[src/rtl/boot_seq_pkg.sv]
package boot_seq_pkg;

   typedef enum logic [3:0] {
      ST_IDLE,
      ST_ROMCK,
      ST_ROMFIN,
      ST_RAMCK,
      ST_RAMFIN,
      ST_SLOT,
      ST_CAT,
      ST_DEF,
      ST_COEF,
      ST_FILT,
      ST_FILTFIN,
      ST_SLEEP,
      ST_HALT
   } boot_state_e;

   typedef enum logic [1:0] {
      WR_SLOT,
      WR_CAT,
      WR_DEF,
      WR_COEF
   } wr_kind_e;

   function automatic int max2(input int a, input int b);
      return (a > b) ? a : b;
   endfunction

endpackage

[src/rtl/boot_csum_unit.sv]
// Running modular sum over a read stream; the final word of the stream is
// the stored expectation and is compared combinationally when it arrives.
module boot_csum_unit #(
   parameter int DW = 16
) (
   input  logic          clk,
   input  logic          rst_n,
   input  logic          issue,
   input  logic          issue_last,
   input  logic [DW-1:0] rdata,
   output logic          fin,
   output logic          ok
);

   logic          vld_q;
   logic          last_q;
   logic [DW-1:0] sum_q;

   always_ff @(posedge clk or negedge rst_n) begin
      if (!rst_n) begin
         vld_q  <= 1'b0;
         last_q <= 1'b0;
         sum_q  <= '0;
      end else begin
         vld_q  <= issue;
         last_q <= issue & issue_last;
         if (vld_q) begin
            if (last_q) sum_q <= '0;
            else        sum_q <= sum_q + rdata;
         end
      end
   end

   assign fin = vld_q & last_q;
   assign ok  = (sum_q == rdata);

endmodule

[src/rtl/boot_wr_gen.sv]
// Address and data for the table-fill phases, indexed by a step counter.
module boot_wr_gen
   import boot_seq_pkg::*;
#(
   parameter int DW           = 16,
   parameter int RAM_AW       = 9,
   parameter int IW           = 8,
   parameter int SLOT_BASE    = 0,
   parameter int BUF_BASE     = 64,
   parameter int BUF_STRIDE   = 8,
   parameter int CAT_BASE     = 256,
   parameter int DEF_PTR_BASE = 272,
   parameter int COEF_BASE    = 288,
   parameter int COEF_LEN     = 8,
   parameter int DEF_BASE     = 416,
   parameter logic [COEF_LEN*DW-1:0] COEF_INIT = '0
) (
   input  wr_kind_e          kind,
   input  logic [IW-1:0]     idx,
   output logic [RAM_AW-1:0] addr,
   output logic [DW-1:0]     data
);

   localparam int CLW = $clog2(COEF_LEN);

   logic [DW-1:0] init_w [COEF_LEN];
   logic [IW-1:0] slot_n;

   for (genvar g = 0; g < COEF_LEN; g++) begin : g_init
      assign init_w[g] = COEF_INIT[g*DW +: DW];
   end

   assign slot_n = idx >> 1;

   always_comb begin
      unique case (kind)
         WR_SLOT: begin
            addr = RAM_AW'(SLOT_BASE) + RAM_AW'(idx);
            data = idx[0] ? DW'(COEF_BASE) + DW'(slot_n) * DW'(COEF_LEN)
                          : DW'(BUF_BASE)  + DW'(slot_n) * DW'(BUF_STRIDE);
         end
         WR_CAT: begin
            addr = RAM_AW'(CAT_BASE) + RAM_AW'(idx);
            data = DW'(COEF_BASE) + DW'(idx) * DW'(COEF_LEN);
         end
         WR_DEF: begin
            addr = RAM_AW'(DEF_PTR_BASE) + RAM_AW'(idx);
            data = DW'(DEF_BASE) + DW'(idx) * DW'(COEF_LEN);
         end
         default: begin
            addr = RAM_AW'(COEF_BASE) + RAM_AW'(idx);
            data = init_w[idx[CLW-1:0]];
         end
      endcase
   end

endmodule

[src/rtl/boot_seq_ctrl.sv]
module boot_seq_ctrl
   import boot_seq_pkg::*;
#(
   parameter int DW            = 16,
   parameter int ROM_AW        = 6,
   parameter int RAM_AW        = 9,
   parameter int CHANNELS      = 16,
   parameter int NUM_DEF       = 3,
   parameter int ROM_CK_LEN    = 31,
   parameter int RAM_CK_BASE   = 480,
   parameter int RAM_CK_LEN    = 15,
   parameter int SLOT_BASE     = 0,
   parameter int BUF_BASE      = 64,
   parameter int BUF_STRIDE    = 8,
   parameter int CAT_BASE      = 256,
   parameter int DEF_PTR_BASE  = 272,
   parameter int COEF_BASE     = 288,
   parameter int COEF_LEN      = 8,
   parameter int DEF_BASE      = 416,
   parameter int FILT_ROM_BASE = 32,
   parameter int FILT_RAM_BASE = 448,
   parameter int FILT_LEN      = 16,
   parameter logic [COEF_LEN*DW-1:0] COEF_INIT =
      128'h7F00_0C31_F5A2_0400_1234_8001_00FF_A5A5
) (
   input  logic              clk,
   input  logic              rst_n,
   output logic              rom_en,
   output logic [ROM_AW-1:0] rom_addr,
   input  logic [DW-1:0]     rom_rdata,
   output logic              ram_en,
   output logic              ram_we,
   output logic [RAM_AW-1:0] ram_addr,
   output logic [DW-1:0]     ram_wdata,
   input  logic [DW-1:0]     ram_rdata,
   output logic              irq_en,
   output logic              sleep,
   output logic              done,
   output logic              csum_err
);

   localparam int MAXCNT = max2(max2(max2(ROM_CK_LEN + 1, RAM_CK_LEN + 1),
                                     max2(2 * CHANNELS, CHANNELS * COEF_LEN)),
                                max2(FILT_LEN, NUM_DEF));
   localparam int IW = $clog2(MAXCNT + 1);

   if (DW < 8 || DW > 32) begin : g_bad_dw
      $error("boot_seq_ctrl: DW must lie in 8..32");
   end
   if (COEF_LEN < 2 || (COEF_LEN & (COEF_LEN - 1)) != 0) begin : g_bad_coef
      $error("boot_seq_ctrl: COEF_LEN must be a power of two, at least 2");
   end
   if (ROM_CK_LEN + 1 > (1 << ROM_AW) || FILT_ROM_BASE + FILT_LEN > (1 << ROM_AW)) begin : g_bad_rom
      $error("boot_seq_ctrl: ROM regions exceed the ROM address space");
   end
   if (RAM_CK_BASE + RAM_CK_LEN + 1 > (1 << RAM_AW) ||
       FILT_RAM_BASE + FILT_LEN > (1 << RAM_AW)) begin : g_bad_ram
      $error("boot_seq_ctrl: RAM regions exceed the RAM address space");
   end

   boot_state_e   state, state_n;
   logic [IW-1:0] idx, idx_n;
   logic          cp_vld;
   logic [IW-1:0] cp_idx;

   logic          ck_issue, ck_last, ck_fin, ck_ok;
   logic [DW-1:0] ck_data;
   wr_kind_e      wr_kind;
   logic          wr_phase;
   logic [RAM_AW-1:0] gen_addr;
   logic [DW-1:0]     gen_data;

   always_ff @(posedge clk or negedge rst_n) begin
      if (!rst_n) begin
         state  <= ST_IDLE;
         idx    <= '0;
         cp_vld <= 1'b0;
         cp_idx <= '0;
      end else begin
         state  <= state_n;
         idx    <= idx_n;
         cp_vld <= (state == ST_FILT);
         cp_idx <= idx;
      end
   end

   always_comb begin
      state_n = state;
      idx_n   = idx + 1'b1;
      unique case (state)
         ST_IDLE: begin
            state_n = ST_ROMCK;
            idx_n   = '0;
         end
         ST_ROMCK:  if (idx == IW'(ROM_CK_LEN)) begin state_n = ST_ROMFIN; idx_n = '0; end
         ST_ROMFIN: begin
            idx_n = '0;
            if (ck_fin) state_n = ck_ok ? ST_RAMCK : ST_HALT;
         end
         ST_RAMCK:  if (idx == IW'(RAM_CK_LEN)) begin state_n = ST_RAMFIN; idx_n = '0; end
         ST_RAMFIN: begin
            idx_n = '0;
            if (ck_fin) state_n = ck_ok ? ST_SLOT : ST_HALT;
         end
         ST_SLOT: if (idx == IW'(2 * CHANNELS - 1))        begin state_n = ST_CAT;  idx_n = '0; end
         ST_CAT:  if (idx == IW'(CHANNELS - 1))            begin state_n = ST_DEF;  idx_n = '0; end
         ST_DEF:  if (idx == IW'(NUM_DEF - 1))             begin state_n = ST_COEF; idx_n = '0; end
         ST_COEF: if (idx == IW'(CHANNELS * COEF_LEN - 1)) begin state_n = ST_FILT; idx_n = '0; end
         ST_FILT: if (idx == IW'(FILT_LEN - 1))            begin state_n = ST_FILTFIN; idx_n = '0; end
         ST_FILTFIN: begin
            state_n = ST_SLEEP;
            idx_n   = '0;
         end
         default: idx_n = idx;
      endcase
   end

   // checksum stream
   assign ck_issue = (state == ST_ROMCK) || (state == ST_RAMCK);
   assign ck_last  = (state == ST_ROMCK) ? (idx == IW'(ROM_CK_LEN)) : (idx == IW'(RAM_CK_LEN));
   assign ck_data  = ((state == ST_ROMCK) || (state == ST_ROMFIN)) ? rom_rdata : ram_rdata;

   boot_csum_unit #(.DW(DW)) u_csum (
      .clk       (clk),
      .rst_n     (rst_n),
      .issue     (ck_issue),
      .issue_last(ck_last),
      .rdata     (ck_data),
      .fin       (ck_fin),
      .ok        (ck_ok)
   );

   // table fill
   always_comb begin
      unique case (state)
         ST_SLOT: wr_kind = WR_SLOT;
         ST_CAT:  wr_kind = WR_CAT;
         ST_DEF:  wr_kind = WR_DEF;
         default: wr_kind = WR_COEF;
      endcase
   end
   assign wr_phase = (state == ST_SLOT) || (state == ST_CAT) ||
                     (state == ST_DEF)  || (state == ST_COEF);

   boot_wr_gen #(
      .DW(DW), .RAM_AW(RAM_AW), .IW(IW),
      .SLOT_BASE(SLOT_BASE), .BUF_BASE(BUF_BASE), .BUF_STRIDE(BUF_STRIDE),
      .CAT_BASE(CAT_BASE), .DEF_PTR_BASE(DEF_PTR_BASE), .COEF_BASE(COEF_BASE),
      .COEF_LEN(COEF_LEN), .DEF_BASE(DEF_BASE), .COEF_INIT(COEF_INIT)
   ) u_wr_gen (
      .kind(wr_kind),
      .idx (idx),
      .addr(gen_addr),
      .data(gen_data)
   );

   // memory ports
   always_comb begin
      rom_en   = (state == ST_ROMCK) || (state == ST_FILT);
      rom_addr = (state == ST_FILT) ? ROM_AW'(FILT_ROM_BASE) + ROM_AW'(idx) : ROM_AW'(idx);

      ram_en    = (state == ST_RAMCK) || wr_phase || cp_vld;
      ram_we    = wr_phase || cp_vld;
      ram_addr  = RAM_AW'(RAM_CK_BASE) + RAM_AW'(idx);
      ram_wdata = gen_data;
      if (wr_phase) begin
         ram_addr = gen_addr;
      end else if (cp_vld) begin
         ram_addr  = RAM_AW'(FILT_RAM_BASE) + RAM_AW'(cp_idx);
         ram_wdata = rom_rdata;
      end
   end

   assign done     = (state == ST_SLEEP);
   assign sleep    = (state == ST_SLEEP);
   assign irq_en   = (state == ST_SLEEP);
   assign csum_err = (state == ST_HALT);

endmodule

[config.mk]
export PLATFORM = sky130hd
export DESIGN_NAME = boot_seq_ctrl
export DESIGN_NICKNAME = d
export VERILOG_FILES = /design/src/rtl/boot_seq_pkg.sv /design/src/rtl/boot_csum_unit.sv /design/src/rtl/boot_wr_gen.sv /design/src/rtl/boot_seq_ctrl.sv
export SDC_FILE = /design/constraint.sdc
export NUM_CORES = 1
export LEC_CHECK = 0
export BUFFER_PORTS_ARGS = -buffer_cell sky130_fd_sc_hd__buf_2
export CORE_ASPECT_RATIO = 0.75
export CORE_MARGIN = 2
export CORE_UTILIZATION = 58
export CTS_BUF_LIST = sky130_fd_sc_hd__clkbuf_16
export CTS_CLUSTER_DIAMETER = 40
export DETAILED_ROUTE_END_ITERATION = 8
export GPL_TIMING_DRIVEN = 0
export PLACE_DENSITY = 0.85
export SYNTH_ARGS = -nofsm -noshare
export SYNTH_HDL_FRONTEND = slang
export SYNTH_SLANG_ARGS = --single-unit
[constraint.sdc]
create_clock -name clk -period 3.9 [get_ports clk]
set_input_delay 0.195 -clock clk [delete_from_list [all_inputs] [get_ports clk]]
set_output_delay 0.195 -clock clk [all_outputs]
set_load 0.02 [all_outputs]
==> flow_metrics.tcl, run 1 <==
set metrics [dict create \
    p_leak_nw 2.199 \
    drt_iter0_markers 486 \
    crit_fanout 15 \
    viasPerCell 6.539 \
    p_comb_frac 0.120 \
    rows 26 \
    core_area_mm2 0.006832 \
    setup_viol 0 \
    fill_cells 586 \
    path_clk_slew_ns 0.06 \
    ant_nets 0 \
    hold_path.class "input port to async pin" \
    setup_tns_ns 0 \
    r2r-start "state[1]$_DFFE_PN0P_" \
    vias 4486 \
    worstMarginPinSlew_ns 0.9407 \
    post-route-period-util 0.9324 \
    rsz0062_at_grt "no" \
    yosys.area.top_type "dfrtp_1" \
    wirelength_um 12860 \
    die_area_mm2 0.007783 \
    slew_viol_final 0 \
    startpoint "state[1]$_DFFE_PN0P_" \
    crit_arrival_ns 3.82 \
    run_status "finished, final reports clean" \
    ys_warn_count 0 \
    yosysUniqueCellTypes 65 \
    finalNetCount 675 \
    synth_flop_cell "dfrtp_1" \
    yosysTopAreaCellShare 0.2374 \
    post-dp-hpwl_um 9933 \
    cp_data_required_time_ns 4.09 \
    synthesis.area_mm2 0.004110 \
    grt_pass1_wl_um 20310 \
    routedWlPerCell_um 18.75 \
    portBuffers 71 \
    die_h_um 76.91 \
    maxSlewHeadroom 0.3729 \
    synthToLayoutAreaGrowth_pct 14.43 \
    clkSinkCount 39 \
    drc 0 \
    p_sw_mw 0.2235 \
    yosys-top-cells-area "dfrtp_1, ha_1, nand2_1" \
    start_util 0.6016 \
    endpoint "u_csum.sum_q[14]$_DFFE_PN0P_" \
    die_w_um 101.2 \
    finalHoldViolCount 0 \
    hold_buffers 0 \
    finClkSkew_ns 0.004819 \
    io_pins 72 \
    numCtsBuffers 5 \
    total_power_mw 0.9018 \
    path_class "flop to flop" \
    drtPass1Iterations 7 \
    grt_overflow 0 \
    reg2reg_to "u_csum.sum_q[14]$_DFFE_PN0P_" \
    fmax_ghz 0.2750 \
    final_layout_size_suffix_gt1_frac 0.1927 \
    rr_worst_depth 11 \
    fin_crit_ns 3.636 \
    syn-num-nets 598 \
    cts_max_level 2 \
    end_kind "flop" \
    powerDensity_mw_per_mm2 191.7 \
    postCtsResizedCells 0 \
    sw_frac_of_total 0.2478 \
    ys_seq_area_frac 0.2374 \
    cts.path.max_buffers 2 \
    grt_max_degree 40 \
    clock-root-buffer "clkbuf_16" \
    syn_avg_cell_area_um2 7.844 \
    reg2reg_slack_ns 0.26 \
    grt_use_total 0.3298 \
    clock_power_share 0.431 \
    ys_ff_latch 39 \
    maxCapViolations 0 \
    clk_latency_ns 0.28 \
    place.gp.congestion 1.010 \
    synth_edf_count 0 \
    ir_drop_mv 0.2083 \
    diodes 0 \
    cts_tree "built" \
    p_int_mw 0.6783 \
    grt_pass1_vias 4030 \
    synth_cells 524 \
    post_cts_buffers 0 \
    critPathLaunchType "flop" \
    pwr-share-seq 0.449 \
    grt_antenna_before_repair 0 \
    ys_async_sr_fraction 1.000 \
]
==> power by group through the flow <==
stage                     Clock [mW]  Combinational [mW]  Sequential (mW)
after global routing           0.409               0.119            0.404
after CTS                      0.393               0.106            0.405
after detailed placement           0               0.105            0.412
after global placement             0               0.103            0.412
final                          0.389               0.109            0.405
after floorplan                    0              0.0600            0.412
==> logic make-up after synthesis <==
logic type	Yosys count	synth area share
AO/OA/AOI/OAI	160	0.2642
XOR/XNOR	20	0.04262
adder cells (fa/ha/maj)	40	0.1236
buffers and inverters	75	0.07793
flip-flops	39	0.2374
multiplexers	17	0.04597
AND/OR/NAND/NOR	173	0.2082
==> area by class of cell <==
cell class / instances / area, µm² / share of cell area
plain buffers: 40 / 188.9 / 0.04017
repair buffers: 71 / 355.3 / 0.07555
clock inverters: 3 / 11.26 / 0.002394
inverters: 34 / 127.6 / 0.02713
multi-input cells: 410 / 2814 / 0.5983
clock buffers: 5 / 125.1 / 0.02660
well taps: 84 / 105.1 / 0.02235
flip-flops and latches: 39 / 975.9 / 0.2075
==> routing by layer <==
layer / vias to the layer above / GRT usage / wire length, µm
li1: 2066 / - / -
met5: - / 0 / 0
met1: 2080 / 0.4940 / 5739
met4: 0 / 0.04865 / 124
met2: 319 / 0.4808 / 5306
met3: 21 / 0.09116 / 1692
==> synthesized netlist by cell type, types with 5 or more instances <==
cell / n
a21oi_1: 33
xor2_1: 6
nand3_1: 17
a31o_2: 5
nor2b_1: 10
a211oi_1: 5
nand2_1: 55
xnor2_1: 14
ha_1: 39
nor2_1: 37
clkbuf_1: 25
nor3_1: 6
a31oi_1: 7
mux2_2: 15
o21ai_0: 29
o21a_1: 5
nand4_1: 7
dfrtp_1: 39
o22ai_1: 8
a221oi_1: 6
o211ai_1: 8
nand2b_1: 12
inv_1: 34
buf_4: 8
o31ai_1: 13
buf_2: 7
==> cell usage in the layout (no fill, tap or decap), drive strengths merged, types with 3 or more instances in the layout <==
| cell | count |
|---|---|
| nor2 | 37 |
| o21ai | 32 |
| buf | 87 |
| or3 | 3 |
| nand2b | 12 |
| xor2 | 6 |
| xnor2 | 14 |
| a21o | 4 |
| nand2 | 55 |
| o31ai | 13 |
| nor2b | 10 |
| nand3b | 4 |
| nor3 | 6 |
| a311oi | 3 |
| mux2 | 15 |
| a221oi | 6 |
| inv | 35 |
| dfrtp | 39 |
| o21a | 5 |
| ha | 39 |
| nor4 | 4 |
| o211ai | 8 |
| nand3 | 17 |
| and2 | 4 |
| o2111ai | 3 |
| a211oi | 6 |
| nand4 | 7 |
| clkbuf | 29 |
| o22ai | 8 |
| a22o | 4 |
| a31o | 5 |
| and3 | 4 |
| a21oi | 33 |
| a31oi | 7 |
==> how the worst min path moves through the flow <==
stage / from / to / depth (start not counted)
final: rst_n / u_csum.sum_q[14]$_DFFE_PN0P_ / 1
after global routing: rst_n / u_csum.sum_q[14]$_DFFE_PN0P_ / 1
after CTS: rst_n / u_csum.sum_q[13]$_DFFE_PN0P_ / 1
after detailed placement: rst_n / u_csum.sum_q[13]$_DFFE_PN0P_ / 1
after global placement: rst_n / u_csum.sum_q[14]$_DFFE_PN0P_ / 1
after floorplan: rst_n / cp_idx[0]$_DFF_PN0_ / 0
==> per-stage QoR <==
stage / area [µm²] / util / setup WS [ns] / std cells / hold WS (ns)
after floorplan: 4110 / - / 0.7171 / 524 / -0.1006
after global placement: 4571 / 0.6690 / 0.2134 / 679 / 0.3847
after detailed placement: 4571 / 0.6690 / 0.1712 / 679 / 0.3888
after CTS: 4707 / 0.6890 / 0.1409 / 687 / 0.09513
after global routing: 4703 / 0.6885 / 0.07437 / 686 / 0.1352
final: 4703 / 0.6885 / 0.2636 / 686 / 0.06163
==> worst max-delay path, stage by stage, from the launching register on <==
cell and delay [ns]:
dfrtp_1 0.39, buf_4 0.18, xor2_1 0.23, nand2_1 0.44, mux2_2 0.44, ha_1 0.27
clkbuf_1 0.31, nand3_1 0.15, a211oi_1 0.38, nor3_1 0.16, or4_1 0.50, o221ai_1 0.09
==> registers in the layout (all words and copies together), names as in the netlist <==
| name | cells |
|---|---|
| u_csum.sum_q | 16 |
| state | 4 |
| u_csum.last_q | 1 |
| cp_vld | 1 |
| u_csum.vld_q | 1 |
| idx | 8 |
| cp_idx | 8 |
Note: power is estimated with default switching activity, not from simulation.
==> inputs of run 2 (changes only) <==
- RECOVER_POWER: not set -> 50
==> run 2 against run 1 <==
  * The run now ends with capacitance limit, slew limit left
  * Fmax down 0.73%
  * Clock power hardly changed
  * Power is 0.24% lower
  * Critical path type unchanged
  * Critical endpoint unchanged
  * Via count hardly changed
  * Count of clock-buffer cells in the layout did not move
==> flow_metrics.tcl, run 2 (synthesis results as in run 1) <==
set metrics [dict create \
    setup_tns_ns 0 \
    drtPass1Iterations 5 \
    grt_max_degree 40 \
    crit_fanout 15 \
    worstMarginPinSlew_ns 2.247 \
    postCtsResizedCells 0 \
    wirelength_um 12840 \
    cts.path.max_buffers 2 \
    cp_data_required_time_ns 4.09 \
    die_h_um 76.91 \
    largest_register "u_csum.sum_q" \
    crit_chain "buf_4 > xor2_1 > nand2_1 > mux2_2 > ha_1 > clkbuf_1 > nand3_1 > nor3b_1 > nor3_1 > or4_1 > o221ai_1" \
    path_delay_family "simple AND/OR/NAND/NOR gates" \
    grt_use_total 0.3298 \
    fill_cells 590 \
    core_area_mm2 0.006832 \
    drc 0 \
    setup_viol 0 \
    powerDensity_mw_per_mm2 191.6 \
    hold_buffers 0 \
    run_status "finished, violations left" \
    hold_path.class "flop to flop" \
    io_pins 72 \
    portBuffers 71 \
    crit_arrival_ns 3.85 \
    finClkSkew_ns 0.007872 \
    finalHoldViolCount 0 \
    p_leak_nw 2.176 \
    post-route-period-util 0.9392 \
    ant_nets 0 \
    layout_commonest_cell "buf_2" \
    maxSlewHeadroom -0.4982 \
    regArea_um2 975.9 \
    finalNetCount 675 \
    diodes 0 \
    path_clk_slew_ns 0.06 \
    fin_crit_ns 3.663 \
    routedWlPerCell_um 18.72 \
    path_class "flop to flop" \
    end_kind "flop" \
    rows 26 \
    drt_iter0_markers 471 \
    crit_path_top_delay_cell "or4_1" \
    numCtsBuffers 5 \
    cts_max_level 2 \
    slew_viol_final 40 \
    multi_input_area_mm2 0.002814 \
    slowest_delay_ns 0.50 \
    final_cell_mix "buf_2, nand2_1, ha_1, dfrtp_1, nor2_1" \
    grt_overflow 0 \
    maxCapViolations 1 \
    viasPerCell 6.542 \
    grt_antenna_before_repair 0 \
    post-dp-hpwl_um 9933 \
    clk_latency_ns 0.28 \
    synthToLayoutAreaGrowth_pct 14.25 \
    cts_tree "built" \
    clkSinkCount 39 \
    ir_drop_mv 0.2071 \
    clock-root-buffer "clkbuf_16" \
    start_util 0.6016 \
    post_cts_buffers 0 \
    fmax_ghz 0.2730 \
    vias 4488 \
    grt_pass1_vias 4030 \
    total_power_mw 0.8997 \
    final_layout_size_suffix_gt1_frac 0.1827 \
    place.gp.congestion 1.010 \
    die_area_mm2 0.007783 \
    critPathLaunchType "flop" \
    cp_num_buf_inv 2 \
    violations "capacitance limit, slew limit" \
    rsz0062_at_grt "no" \
    largest_register_ff_count 16 \
    grt_pass1_wl_um 20310 \
    top_regs "u_csum.sum_q (16), cp_idx (8), idx (8)" \
    die_w_um 101.2 \
]
[run 2: cell types whose count changed in the layout (fill, tap and decap cells not counted), sizes merged]
cell	delta
buf	-10
clkbuf	+10
[run 2: layer usage]
metal,vias to the layer above,track usage,part of all wire
met1,2111,0.4940,0.46
li1,2061,-,-
met2,294,0.4808,0.41
met5,-,0,0
met3,22,0.09116,0.13
met4,0,0.04865,0.011
[run 2: final timing paths]
check	cells past startpoint	endpoint	slack [ns]	from
max reg2reg	11	u_csum.sum_q[14]$_DFFE_PN0P_	0.24	state[1]$_DFFE_PN0P_
max in group asynchronous	1	idx[5]$_DFFE_PN0P_	2.03	rst_n
min reg2reg	0	cp_idx[7]$_DFF_PN0_	0.45	idx[7]$_DFFE_PN0P_
max	11	u_csum.sum_q[14]$_DFFE_PN0P_	0.24	state[1]$_DFFE_PN0P_
min	0	cp_idx[7]$_DFF_PN0_	0.45	idx[7]$_DFFE_PN0P_
min in group asynchronous	1	u_csum.sum_q[14]$_DFFE_PN0P_	0.58	rst_n
[run 2: final cells by class]
class                           count  area share
Clock inverter                      3    0.002398
Clock buffer                        5     0.02665
Inverter                           34     0.02718
Sequential cell                    39      0.2078
Buffer                             40     0.03970
Tap cell                           84     0.02238
Multi-Input combinational cell    410      0.5993
Timing Repair Buffer               71     0.07461
[run 2: per-stage QoR]
step / hold WS, ns / utilization / area (µm²) / setup WS, ns / cells
after floorplan: -0.1006 / - / 4110 / 0.7171 / 524
after global placement: 0.3847 / 0.6690 / 4571 / 0.2134 / 679
after detailed placement: 0.3888 / 0.6690 / 4571 / 0.1712 / 679
after CTS: 0.09513 / 0.6890 / 4707 / 0.1409 / 687
after global routing: 0.4642 / 0.6874 / 4696 / 0.07437 / 686
final: 0.4475 / 0.6874 / 4696 / 0.2370 / 686
[run 2: power breakdown]
part	switching, mW	internal (mW)
clock network	0.156	0.230
registers	0	0.405
logic	0.0654	0.0431
total	0.222	0.678
